===== src/rtl/csarb_pkg.sv =====
package csarb_pkg;
   localparam int ADDR_W   = 15;
   localparam int DATA_W   = 8;
   localparam int MEM_SIZE = 19200;

   typedef enum logic {
      SLOT_HOST = 1'b0,
      SLOT_DISP = 1'b1
   } slot_e;
endpackage


===== src/rtl/csarb_slot_gen.sv =====
module csarb_slot_gen
   import csarb_pkg::*;
(
   input  logic  clk,
   input  logic  rst_n,
   output slot_e slot
);
   always_ff @(posedge clk or negedge rst_n) begin
      if (!rst_n) slot <= SLOT_HOST;
      else        slot <= (slot == SLOT_HOST) ? SLOT_DISP : SLOT_HOST;
   end

   AST_SLOT_ALTERNATES: assert property (@(posedge clk) disable iff (!rst_n)
      1'b1 |=> slot != $past(slot));
endmodule


===== src/rtl/csarb_hclk_edge.sv =====
module csarb_hclk_edge #(
   parameter int SYNC_STAGES = 0
) (
   input  logic clk,
   input  logic rst_n,
   input  logic hclk,
   output logic rise
);
   logic hs;
   logic hs_q;

   initial begin
      AST_SYNC_RANGE: assert (SYNC_STAGES >= 0 && SYNC_STAGES <= 3)
         else $error("SYNC_STAGES out of range");
   end

   generate
      if (SYNC_STAGES == 0) begin : g_direct
         assign hs = hclk;
      end else begin : g_sync
         logic [SYNC_STAGES-1:0] ff;
         always_ff @(posedge clk or negedge rst_n) begin
            if (!rst_n) ff <= '0;
            else        ff <= (ff << 1) | SYNC_STAGES'(hclk);
         end
         assign hs = ff[SYNC_STAGES-1];
      end
   endgenerate

   always_ff @(posedge clk or negedge rst_n) begin
      if (!rst_n) hs_q <= 1'b1;
      else        hs_q <= hs;
   end

   assign rise = hs & ~hs_q;
endmodule


===== src/rtl/csarb_host_port.sv =====
module csarb_host_port #(
   parameter int               DW       = 8,
   parameter int               AW       = 15,
   parameter logic [AW-1:0]    MAX_ADDR = 15'h4AFF
) (
   input  logic          clk,
   input  logic          rst_n,
   input  logic          cs_n,
   input  logic          rd_n,
   input  logic          wr_n,
   input  logic          waitc_sel,
   input  logic          waitc_n,
   input  logic [AW-1:0] haddr,
   input  logic [DW-1:0] hwdata,
   input  logic          line_active,
   input  logic          slot_ok,
   input  logic          hclk_rise,
   input  logic [DW-1:0] mem_rdata,
   output logic          grant,
   output logic          req_we,
   output logic          req_oor,
   output logic [AW-1:0] req_addr,
   output logic [DW-1:0] req_wdata,
   output logic          wait_n,
   output logic [DW-1:0] hrdata
);
   logic strb_act, strb_q, wc_q;
   logic start_raw, start, idle;
   logic pend_q, rdcap_q, fin_q, wait_q;

   assign strb_act  = !cs_n && (!rd_n || !wr_n);
   assign start_raw = waitc_sel ? (!cs_n && !waitc_n && wc_q)
                                : (strb_act && !strb_q);
   assign idle      = !pend_q && !rdcap_q && !fin_q && !wait_q;
   assign start     = start_raw && idle;
   assign grant     = pend_q && slot_ok;
   assign wait_n    = !wait_q;

   always_ff @(posedge clk or negedge rst_n) begin
      if (!rst_n) begin
         strb_q <= 1'b0;
         wc_q   <= 1'b1;
      end else begin
         strb_q <= strb_act;
         wc_q   <= waitc_n;
      end
   end

   always_ff @(posedge clk or negedge rst_n) begin
      if (!rst_n) begin
         pend_q    <= 1'b0;
         rdcap_q   <= 1'b0;
         fin_q     <= 1'b0;
         wait_q    <= 1'b0;
         req_we    <= 1'b0;
         req_oor   <= 1'b0;
         req_addr  <= '0;
         req_wdata <= '0;
         hrdata    <= '0;
      end else begin
         if (start) begin
            pend_q    <= 1'b1;
            req_we    <= !wr_n;
            req_addr  <= haddr;
            req_wdata <= hwdata;
            req_oor   <= (haddr > MAX_ADDR);
            wait_q    <= line_active;
         end
         if (grant) begin
            pend_q  <= 1'b0;
            rdcap_q <= !req_we;
            if (req_we) fin_q <= 1'b1;
         end
         if (rdcap_q) begin
            rdcap_q <= 1'b0;
            hrdata  <= req_oor ? '0 : mem_rdata;
            fin_q   <= 1'b1;
         end
         if (fin_q && (!wait_q || hclk_rise)) begin
            fin_q  <= 1'b0;
            wait_q <= 1'b0;
         end
      end
   end

   AST_WAIT_ON_START: assert property (@(posedge clk) disable iff (!rst_n)
      start && line_active |=> !wait_n);
   AST_NO_WAIT_IDLE: assert property (@(posedge clk) disable iff (!rst_n)
      $fell(wait_n) |-> $past(line_active));
   AST_RELEASE_ON_HCLK: assert property (@(posedge clk) disable iff (!rst_n)
      $rose(wait_n) |-> $past(fin_q) && $past(hclk_rise));
   AST_ONE_PER_PAIR: assert property (@(posedge clk) disable iff (!rst_n)
      grant |=> !grant);
   AST_RDATA_HOLD: assert property (@(posedge clk) disable iff (!rst_n)
      !rdcap_q |=> $stable(hrdata));
endmodule


===== src/rtl/csarb_disp_port.sv =====
module csarb_disp_port #(
   parameter int DW = 8
) (
   input  logic          clk,
   input  logic          rst_n,
   input  logic          fetch,
   input  logic [DW-1:0] mem_rdata,
   output logic [DW-1:0] disp_data,
   output logic          disp_valid
);
   logic cap_q;

   always_ff @(posedge clk or negedge rst_n) begin
      if (!rst_n) begin
         cap_q      <= 1'b0;
         disp_valid <= 1'b0;
         disp_data  <= '0;
      end else begin
         cap_q      <= fetch;
         disp_valid <= cap_q;
         if (cap_q) disp_data <= mem_rdata;
      end
   end

   AST_DISP_LATENCY: assert property (@(posedge clk) disable iff (!rst_n)
      fetch |=> ##1 disp_valid);
endmodule


===== src/rtl/cs_vram_arbiter.sv =====
module cs_vram_arbiter
   import csarb_pkg::*;
#(
   parameter int AW          = ADDR_W,
   parameter int DW          = DATA_W,
   parameter int DEPTH       = MEM_SIZE,
   parameter int HCLK_SYNC   = 0
) (
   input  logic          clk,
   input  logic          rst_n,
   input  logic          hclk,
   input  logic          cs_n,
   input  logic          rd_n,
   input  logic          wr_n,
   input  logic          waitc_sel,
   input  logic          waitc_n,
   input  logic [AW-1:0] haddr,
   input  logic [DW-1:0] hwdata,
   output logic [DW-1:0] hrdata,
   output logic          wait_n,
   input  logic          line_active,
   input  logic          disp_req,
   input  logic [AW-1:0] disp_addr,
   output logic [DW-1:0] disp_data,
   output logic          disp_valid,
   output logic          mem_en,
   output logic          mem_we,
   output logic [AW-1:0] mem_addr,
   output logic [DW-1:0] mem_wdata,
   input  logic [DW-1:0] mem_rdata
);
   localparam logic [AW-1:0] MAX_ADDR = AW'(DEPTH - 1);

   initial begin
      AST_DEPTH_FITS: assert (DEPTH > 0 && DEPTH <= (1 << AW))
         else $error("DEPTH does not fit address width");
      AST_DATA_WIDTH: assert (DW >= 1)
         else $error("DW must be positive");
   end

   slot_e         slot;
   logic          hclk_rise;
   logic          disp_grant, host_grant, slot_ok;
   logic          req_we, req_oor;
   logic [AW-1:0] req_addr;
   logic [DW-1:0] req_wdata;

   assign disp_grant = disp_req && (slot == SLOT_DISP);
   assign slot_ok    = (slot == SLOT_HOST) || (!line_active && !disp_req);

   csarb_slot_gen u_slot (
      .clk   (clk),
      .rst_n (rst_n),
      .slot  (slot)
   );

   csarb_hclk_edge #(.SYNC_STAGES(HCLK_SYNC)) u_hedge (
      .clk   (clk),
      .rst_n (rst_n),
      .hclk  (hclk),
      .rise  (hclk_rise)
   );

   csarb_host_port #(.DW(DW), .AW(AW), .MAX_ADDR(MAX_ADDR)) u_host (
      .clk         (clk),
      .rst_n       (rst_n),
      .cs_n        (cs_n),
      .rd_n        (rd_n),
      .wr_n        (wr_n),
      .waitc_sel   (waitc_sel),
      .waitc_n     (waitc_n),
      .haddr       (haddr),
      .hwdata      (hwdata),
      .line_active (line_active),
      .slot_ok     (slot_ok),
      .hclk_rise   (hclk_rise),
      .mem_rdata   (mem_rdata),
      .grant       (host_grant),
      .req_we      (req_we),
      .req_oor     (req_oor),
      .req_addr    (req_addr),
      .req_wdata   (req_wdata),
      .wait_n      (wait_n),
      .hrdata      (hrdata)
   );

   csarb_disp_port #(.DW(DW)) u_disp (
      .clk        (clk),
      .rst_n      (rst_n),
      .fetch      (disp_grant),
      .mem_rdata  (mem_rdata),
      .disp_data  (disp_data),
      .disp_valid (disp_valid)
   );

   always_comb begin
      mem_en    = 1'b0;
      mem_we    = 1'b0;
      mem_addr  = '0;
      mem_wdata = '0;
      if (disp_grant) begin
         mem_en   = 1'b1;
         mem_addr = disp_addr;
      end else if (host_grant && !req_oor) begin
         mem_en    = 1'b1;
         mem_we    = req_we;
         mem_addr  = req_addr;
         mem_wdata = req_wdata;
      end
   end

   AST_HOST_SLOT: assert property (@(posedge clk) disable iff (!rst_n)
      host_grant && line_active |-> slot == SLOT_HOST);
   AST_NO_SHARED_SLOT: assert property (@(posedge clk) disable iff (!rst_n)
      disp_grant |-> !(mem_we));
   AST_OOR_NO_MEM: assert property (@(posedge clk) disable iff (!rst_n)
      mem_en && !disp_grant |-> mem_addr <= MAX_ADDR);
endmodule


===== config.mk =====
export PLATFORM = sky130hd
export DESIGN_NAME = cs_vram_arbiter
export DESIGN_NICKNAME = d
export VERILOG_FILES = /design/src/rtl/csarb_pkg.sv /design/src/rtl/csarb_slot_gen.sv /design/src/rtl/csarb_hclk_edge.sv /design/src/rtl/csarb_host_port.sv /design/src/rtl/csarb_disp_port.sv /design/src/rtl/cs_vram_arbiter.sv
export SDC_FILE = /design/constraint.sdc
export NUM_CORES = 1
export LEC_CHECK = 0
export BUFFER_PORTS_ARGS = -buffer_cell sky130_fd_sc_hd__buf_2
export CORE_ASPECT_RATIO = 0.5
export CORE_UTILIZATION = 50
export DETAILED_ROUTE_END_ITERATION = 8
export PLACE_DENSITY = 0.84
export SETUP_SLACK_MARGIN = 0.5
export SYNTH_ARGS = -nofsm -noshare
export SYNTH_HDL_FRONTEND = slang
export SYNTH_SLANG_ARGS = --single-unit

===== constraint.sdc =====
create_clock -name clk -period 4.53 [get_ports clk]
set_input_delay 0.453 -clock clk [delete_from_list [all_inputs] [get_ports clk]]
set_output_delay 0.453 -clock clk [all_outputs]
set_load 0.03 [all_outputs]

==> results of run 1 <==
==> kinds of logic after synthesis <==
logic type | synth area share
AOI/OAI and AO/OA | 0.130
buffers and inverters | 0.0437
DFF | 0.572
muxes | 0.178
and+or+nand+nor | 0.0762
==> final cells by class <==
| cell class | instances | share of cell area |
|---|---|---|
| Sequential cell | 51 | 0.448 |
| Multi-Input combinational cell | 98 | 0.302 |
| Timing Repair Buffer | 100 | 0.177 |
| Clock buffer | 8 | 0.0350 |
| Tap cell | 54 | 0.0237 |
| Inverter | 11 | 0.0145 |
==> cell usage after synthesis (2+ instances only) <==
master	n	share of area
mux2_2	14	0.071
buf_6	3	0.015
a21oi_1	2	0.0045
o21ai_0	11	0.025
inv_1	11	0.018
a22o_1	17	0.067
nor2b_1	3	0.0084
mux2_4	16	0.11
and2_1	10	0.028
dfstp_2	2	0.024
clkbuf_1	6	0.010
dfrtp_1	49	0.55
nand2_1	8	0.013
==> worst max-delay path, delay by kind of cell (launching register included) <==
kind | cells | cell delay (ns)
flops | 1 | 0.39
simple gates | 1 | 0.55
buf+inv | 1 | 0.19
compound gates | 1 | 0.25
==> sequential cells by signal, summed over array words and instances (netlist names) <==
name,cells
u_host.rdcap_q,1
u_hedge.hs_q,1
u_host.wc_q,1
u_host.req_addr,15
u_host.fin_q,1
u_disp.cap_q,1
u_disp.disp_data,8
u_host.req_we,1
u_host.hrdata,8
u_disp.disp_valid,1
u_host.req_oor,1
u_host.req_wdata,8
u_host.pend_q,1
u_slot.slot,1
u_host.wait_q,1
u_host.strb_q,1
==> metal layers <==
| layer | share of wire | vias to the layer above | wire length (um) | global-route usage |
|---|---|---|---|---|
| li1 | - | 794 | - | - |
| met1 | 0.42 | 853 | 2020 | 0.274 |
| met2 | 0.53 | 41 | 2510 | 0.394 |
| met3 | 0.046 | 5 | 218 | 0.0498 |
| met4 | 0.0075 | 0 | 36 | 0.0466 |
| met5 | 0 | - | 0 | 0 |
==> power by group <==
part	switching, mW	total [mW]	internal [mW]
Sequential	0.109	0.730	0.621
Combinational	0.242	0.482	0.240
Clock	0.140	0.280	0.140
==> how the worst max path moves through the flow <==
stage,start,endpoint,slack [ns],cells after the start
after floorplan,disp_req,mem_addr[10],2.39,4
after global placement,disp_req,mem_wdata[4],2.59,6
after detailed placement,u_host.rdcap_q,u_host.req_addr[5],2.54,4
after CTS,u_slot.slot,mem_addr[5],2.39,3
after global routing,u_slot.slot,mem_addr[7],2.29,3
final,u_slot.slot,mem_addr[12],2.40,3
==> results by group, run 1 <==
Status
  • Outcome: completed

Routing
  • Residual DRC: 0
  • Antenna viol nets, final: 0
  • Detailed Route Iter0 Violations: 56
  • WL final: 4.78 mm
  • Vias per inst: 5.26
  • Drt wl/cell: roughly 15 um
  • Initial DRT Pass Iterations: 4
  • Vias post-DR: 1,693

Clock network
  • Max clock buf depth: 2
  • CTS Root Buffer Type: clkbuf_8
  • CTS tree: yes
  • Worst skew pair latency: 0.29 ns
  • TritonCTS Sinks: 51
  • Resize count post-CTS: 0
  • Post-CTS Setup Inserts: 0
  • Clock transition at the registers of the reported paths: around 0.080 ns
  • TritonCTS buffer count: 5
  • Hold buffers post-CTS: 0
  • H-tree levels: 2

Cells and area
  • Fin cells: 322
  • Leading cell types in the layout, fill and taps excluded: buf_2 (98), dfrtp_1 (49), a22o_1 (17)
  • Antenna diodes: 0
  • Area of the multi-input gates: 863 sq um
  • Area occupied by registers: roughly 0.0013 sq mm
  • Fillers: 306
  • Final Cell Area: 0.00286 sq mm
  • Area Growth Syn to Fin: 27.8%
  • Util after Layout: 0.699
  • Most common cell after layout, fill and taps aside: buf_2
  • Final net count: approximately 320
  • Proportion of layout cells with a drive suffix above 1: 0.534

Place
  • Gpl congestion: 0.761
  • Final HPWL DP: 3.47 mm
  • Worst slack, placed: 2.54 ns
  • Placed inst area: 0.00276 sq mm
  • Port bufs: 98
  • Placed cell count: 314

GRT
  • Vias in the first global route: 1,707
  • Total grt overflow: 0
  • First-pass GRT wire length: roughly 7.9 mm
  • Largest net degree at the start of global routing: 52
  • All-Layer GR Usage: 0.221
  • Initial antenna violation count: 0

Floorplanning
  • # IOs: 99
  • Chip Height: 49.3 um
  • Die W: 96.5 um
  • FP Rows: 16
  • Initial Util: 0.547
  • Area of the core: ~0.0041 sq mm
  • DIE AREA: 0.00476 sq mm

Power and ir drop
  • Leakage dissipation: about 1.5 nW
  • PD cells: ~520 mW/mm^2
  • Peak supply drop: 0.230 mV
  • Power Total: 1.49 mW

STA
  • Hold WS: between 0.2 and 0.3 ns
  • Setup violators final: 0
  • Final hold vios: 0
  • Min Tclk post-route: 2.13 ns
  • Relative slew slack: 0.265
  • Fmax: 0.470 GHz
  • Setup WS post-layout: about 2.4 ns
  • Pins Over Slew Limit: 0
  • Total negative slack: 0 ns
  • Unrepaired setup endpoints after global routing: false
  • Actual slew at the worst max-slew pin: 1.10 ns
  • Post-route clock skew: 0.00747 ns
  • Part of the cycle the worst path needs: 0.470

Logic synthesis
  • Cells after Synth: around 170
  • Post-synthesis cell type count: 30
  • Mapped Area: 0.00223 sq mm
  • Synth Flop Type: dfrtp_1
  • Syn. warnings: 0
  • Register area share after synthesis: 0.572
  • Post-synthesis async set-or-reset flop share: 1.00
  • Synthesized net count: 225
  • Post-synthesis register bit count: 51
  • Syn avg cell area: between 10 and 15 sq um
  • EDFF count, synth: 0

Hold path
  • Hold Startpoint: waitc_n
  • Hold-critical path endpoint: u_host.wc_q
  • Hold Crit Depth: 1
  • Hold Crit Class: input port to flip-flop

Setup path
  • WP data arrival: 1.68 ns
  • Crit-path cells: and2_1 > a22o_1 > buf_2
  • CP max FO: 17
  • CP Launch Type: flip-flop
  • Req. time, crit path: 4.08 ns
  • Critical path class: flip-flop to primary output
  • R2R Setup Slk: roughly 2.6 ns
  • Worst Setup End Kind: primary output
  • Slowest CP cell: and2_1
  • RR Startpoint: u_host.rdcap_q
  • RR Endpoint: u_host.req_addr[5]
  • Max incr delay on CP: 0.55 ns
  • R2R depth: 4

Run
  • Max Cap Viol: 0
Note: power is estimated with default switching activity, not from simulation.
==> run 2: changes to the inputs <==
--- a/config.mk
+++ b/config.mk
@@ -7,9 +7,9 @@
 export LEC_CHECK = 0
 export BUFFER_PORTS_ARGS = -buffer_cell sky130_fd_sc_hd__buf_2
 export CORE_ASPECT_RATIO = 0.5
-export CORE_UTILIZATION = 50
+export CORE_UTILIZATION = 42
 export DETAILED_ROUTE_END_ITERATION = 8
-export PLACE_DENSITY = 0.84
+export PLACE_DENSITY = 0.75
 export SETUP_SLACK_MARGIN = 0.5
 export SYNTH_ARGS = -nofsm -noshare
 export SYNTH_HDL_FRONTEND = slang
==> constraint.sdc (replaced) <==
create_clock -name clk -period 1.76 [get_ports clk]
set_input_delay 0.176 -clock clk [delete_from_list [all_inputs] [get_ports clk]]
set_output_delay 0.176 -clock clk [all_outputs]
set_load 0.03 [all_outputs]
==> run 2 against run 1 <==
Net effect:
- the run now ends with negative setup slack left
- sequential share of layout area fell by 8.0 points
- sequential cell count unchanged
- register-to-register slack worse by 2.6 ns
- clock-buffer cell count fell by 3
- global-route usage down 0.91 points
- sequential power rose to 2.6 times the previous value
- die area up 18%
- critical endpoint is now u_host.req_wdata[6]
- total power increased to 2.8 times the previous value
- critical path type is now flip-flop to flip-flop
- first-iteration DRC count shrank 7.1%
- routed wire length rose by 21%
==> results by group, run 2 (same netlist as run 1, synthesis figures left out) <==
Clock network
  • TritonCTS Sinks: 51 (unchanged)
  • TritonCTS buffer count: 5 (unchanged)
  • Clock transition at the registers of the reported paths: 0.09 ns (about the same)
  • Max clock buf depth: 2 (unchanged)
  • H-tree levels: 2 (unchanged)
  • Worst skew pair latency: 0.30 ns (about the same)
  • CTS Root Buffer Type: clkbuf_8
  • CTS tree: yes

Status
  • Violated checks: negative setup slack
  • Outcome: finished with violations

Floorplanning
  • Area of the core: 0.00502 sq mm (+23%)
  • Die W: 105 um (+8.9%)
  • DIE AREA: 0.00563 sq mm (+18%)
  • FP Rows: 18 (+2)
  • Chip Height: 53.6 um (+8.7%)
  • Initial Util: 0.445 (-0.102)
  • # IOs: 99 (unchanged)

STA
  • Min Tclk post-route: 1.79 ns
  • Post-route clock skew: 0.00646 ns (-0.00101 ns)
  • Unrepaired setup endpoints after global routing: true
  • Fmax: 0.558 GHz
  • Pins Over Slew Limit: 0 (unchanged)
  • Actual slew at the worst max-slew pin: 0.448 ns (-0.654 ns)
  • Hold WS: 0.0445 ns (-0.218 ns)
  • Part of the cycle the worst path needs: 1.02
  • Setup violators final: 22 (+22)
  • Total negative slack: -0.415 ns (-0.415 ns)
  • Final hold vios: 0 (unchanged)
  • Relative slew slack: 0.701 (+0.436)
  • Setup WS post-layout: -0.0310 ns (-2.43 ns)

Setup path
  • Worst Setup End Kind: flip-flop
  • CP Launch Type: flip-flop
  • Critical path class: flip-flop to flip-flop
  • WP data arrival: 1.99 ns (+0.31 ns)
  • CP max FO: 6 (-11)
  • Req. time, crit path: 1.96 ns (-2.12 ns)

Place
  • Gpl congestion: 0.776 (+1.9%)
  • Placed cell count: 337 (+7.3%)
  • Placed inst area: 0.00298 sq mm (+8.1%)
  • Port bufs: 98 (unchanged)
  • Final HPWL DP: 3.71 mm (+6.9%)

Routing
  • Vias post-DR: 1,774 (+4.8%)
  • Antenna viol nets, final: 0 (unchanged)
  • Detailed Route Iter0 Violations: 52 (-7.1%)
  • Residual DRC: 0 (unchanged)
  • WL final: 5.81 mm (+21%)
  • Drt wl/cell: 16.2 um (+9.0%)
  • Vias per inst: 4.94 (-6.0%)
  • Initial DRT Pass Iterations: 4 (unchanged)

Cells and area
  • Most common cell after layout, fill and taps aside: buf_2
  • Leading cell types in the layout, fill and taps excluded: buf_2 (77), dfrtp_1 (48), buf_6 (30)
  • Flip-flop count of the largest register after layout: 15 (unchanged)
  • Fin cells: 359 (+11%)
  • Largest Register: u_host.req_addr
  • Proportion of layout cells with a drive suffix above 1: 0.661 (+0.127)
  • Antenna diodes: 0 (unchanged)
  • Fillers: 345 (+13%)
  • Area Growth Syn to Fin: 55.7%
  • Final Cell Area: 0.00348 sq mm (+22%)
  • Final net count: 344 (+6.5%)

Power and ir drop
  • Power Internal: 2.77 mW (+180%)
  • Proportion of power drawn by the clock network: 0.159 (-0.028)
  • Sw frac: 0.344 (+0.0149)
  • Sequential group share of total power: 0.452 (-0.037)
  • Peak supply drop: 0.575 mV (+150%)
  • Power Total: 4.23 mW (+180%)
  • Switching power: 1.45 mW (+200%)
  • Leakage dissipation: 1.77 nW (+18%)
  • PD cells: 1210 mW/mm^2 (+130%)
  • Comb power frac: 0.389 (+0.066)

Hold path
  • Hold Crit Class: input port to flip-flop

GRT
  • Largest net degree at the start of global routing: 22 (-58%)
  • All-Layer GR Usage: 0.212 (-0.00911)
  • Total grt overflow: 0 (unchanged)
  • Vias in the first global route: 1,810 (+6.0%)
  • Initial antenna violation count: 0 (unchanged)
  • First-pass GRT wire length: 9.04 mm (+15%)

Run
  • Max Cap Viol: 0 (unchanged)
-- run 2: cell count changes in the layout (fill, tap and decap cells not counted), sizes merged --
cell         before  now
dlygate4sd3       0    3
clkinv            0    1
clkinvlp          0    2
buf             100  117
clkbuf            8    6
-- run 2: routing by layer --
metal | global-route usage | vias to the layer above | part of all wire
met5 | 0 | - | 0
met4 | 0.0563 | 0 | 0.012
met3 | 0.0472 | 10 | 0.037
met2 | 0.377 | 43 | 0.50
met1 | 0.271 | 879 | 0.46
li1 | - | 842 | -
-- run 2: worst max-delay path, stage by stage (launching register included) --
cell and delay (ns):
dfrtp_1 0.40, or4_4 0.54, a21o_4 0.26, clkbuf_16 0.18
mux2_4 0.29
-- run 2: power by group through the flow --
stage          Sequential (mW)  Combinational [mW]  Clock, mW
2_1_floorplan             2.05               0.796          0
3_3_place_gp              1.89                1.33          0
3_5_place_dp              1.91                1.37          0
4_1_cts                   1.90                1.55      0.681
5_1_grt                   1.96                1.75      0.739
6_report                  1.91                1.65      0.671
-- run 2: layout make-up --
| cell class | instances | area, sq um | area share |
|---|---|---|---|
| Clock buffer | 5 | 68.8 | 0.0198 |
| Clock inverter | 3 | 20.0 | 0.00575 |
| Inverter | 11 | 43.8 | 0.0126 |
| Sequential cell | 51 | 1280 | 0.368 |
| Tap cell | 70 | 87.6 | 0.0252 |
| Timing Repair Buffer | 121 | 918 | 0.264 |
| Multi-Input combinational cell | 98 | 1060 | 0.305 |
-- run 2: worst paths after layout --
check                                          from                  end  slack, ns  cells past startpoint
worst max-delay path                  u_host.wait_q  u_host.req_wdata[6]      -0.03                      4
worst min-delay path                           cs_n        u_host.strb_q       0.04                      2
worst max register to register        u_host.wait_q  u_host.req_wdata[6]      -0.03                      4
worst min register to register  u_disp.disp_data[2]  u_disp.disp_data[2]       0.52                      1
max in group asynchronous                     rst_n  u_host.req_wdata[5]       0.90                      3
min in group asynchronous                     rst_n  u_host.req_wdata[7]       0.32                      2
-- run 2: per-stage QoR --
stage / util / worst slack [ns]
floorplan: - / 0.0249
global placement: 0.593 / 0.0982
detailed placement: 0.593 / 0.0703
CTS: 0.676 / -0.0323
global route: 0.693 / -0.0810
finish: 0.693 / -0.0310
-- run 2: what timing repair did --
item / 4_1_cts / 5_1_grt
pin swaps: 9 / 5
hold endpoints to repair: 17 / 0
hold buffers: 3 / 0
cloned: 3 / 1
resized for setup: 65 / 8
setup buffers: 4 / 3
setup endpoints to repair: 61 / 57
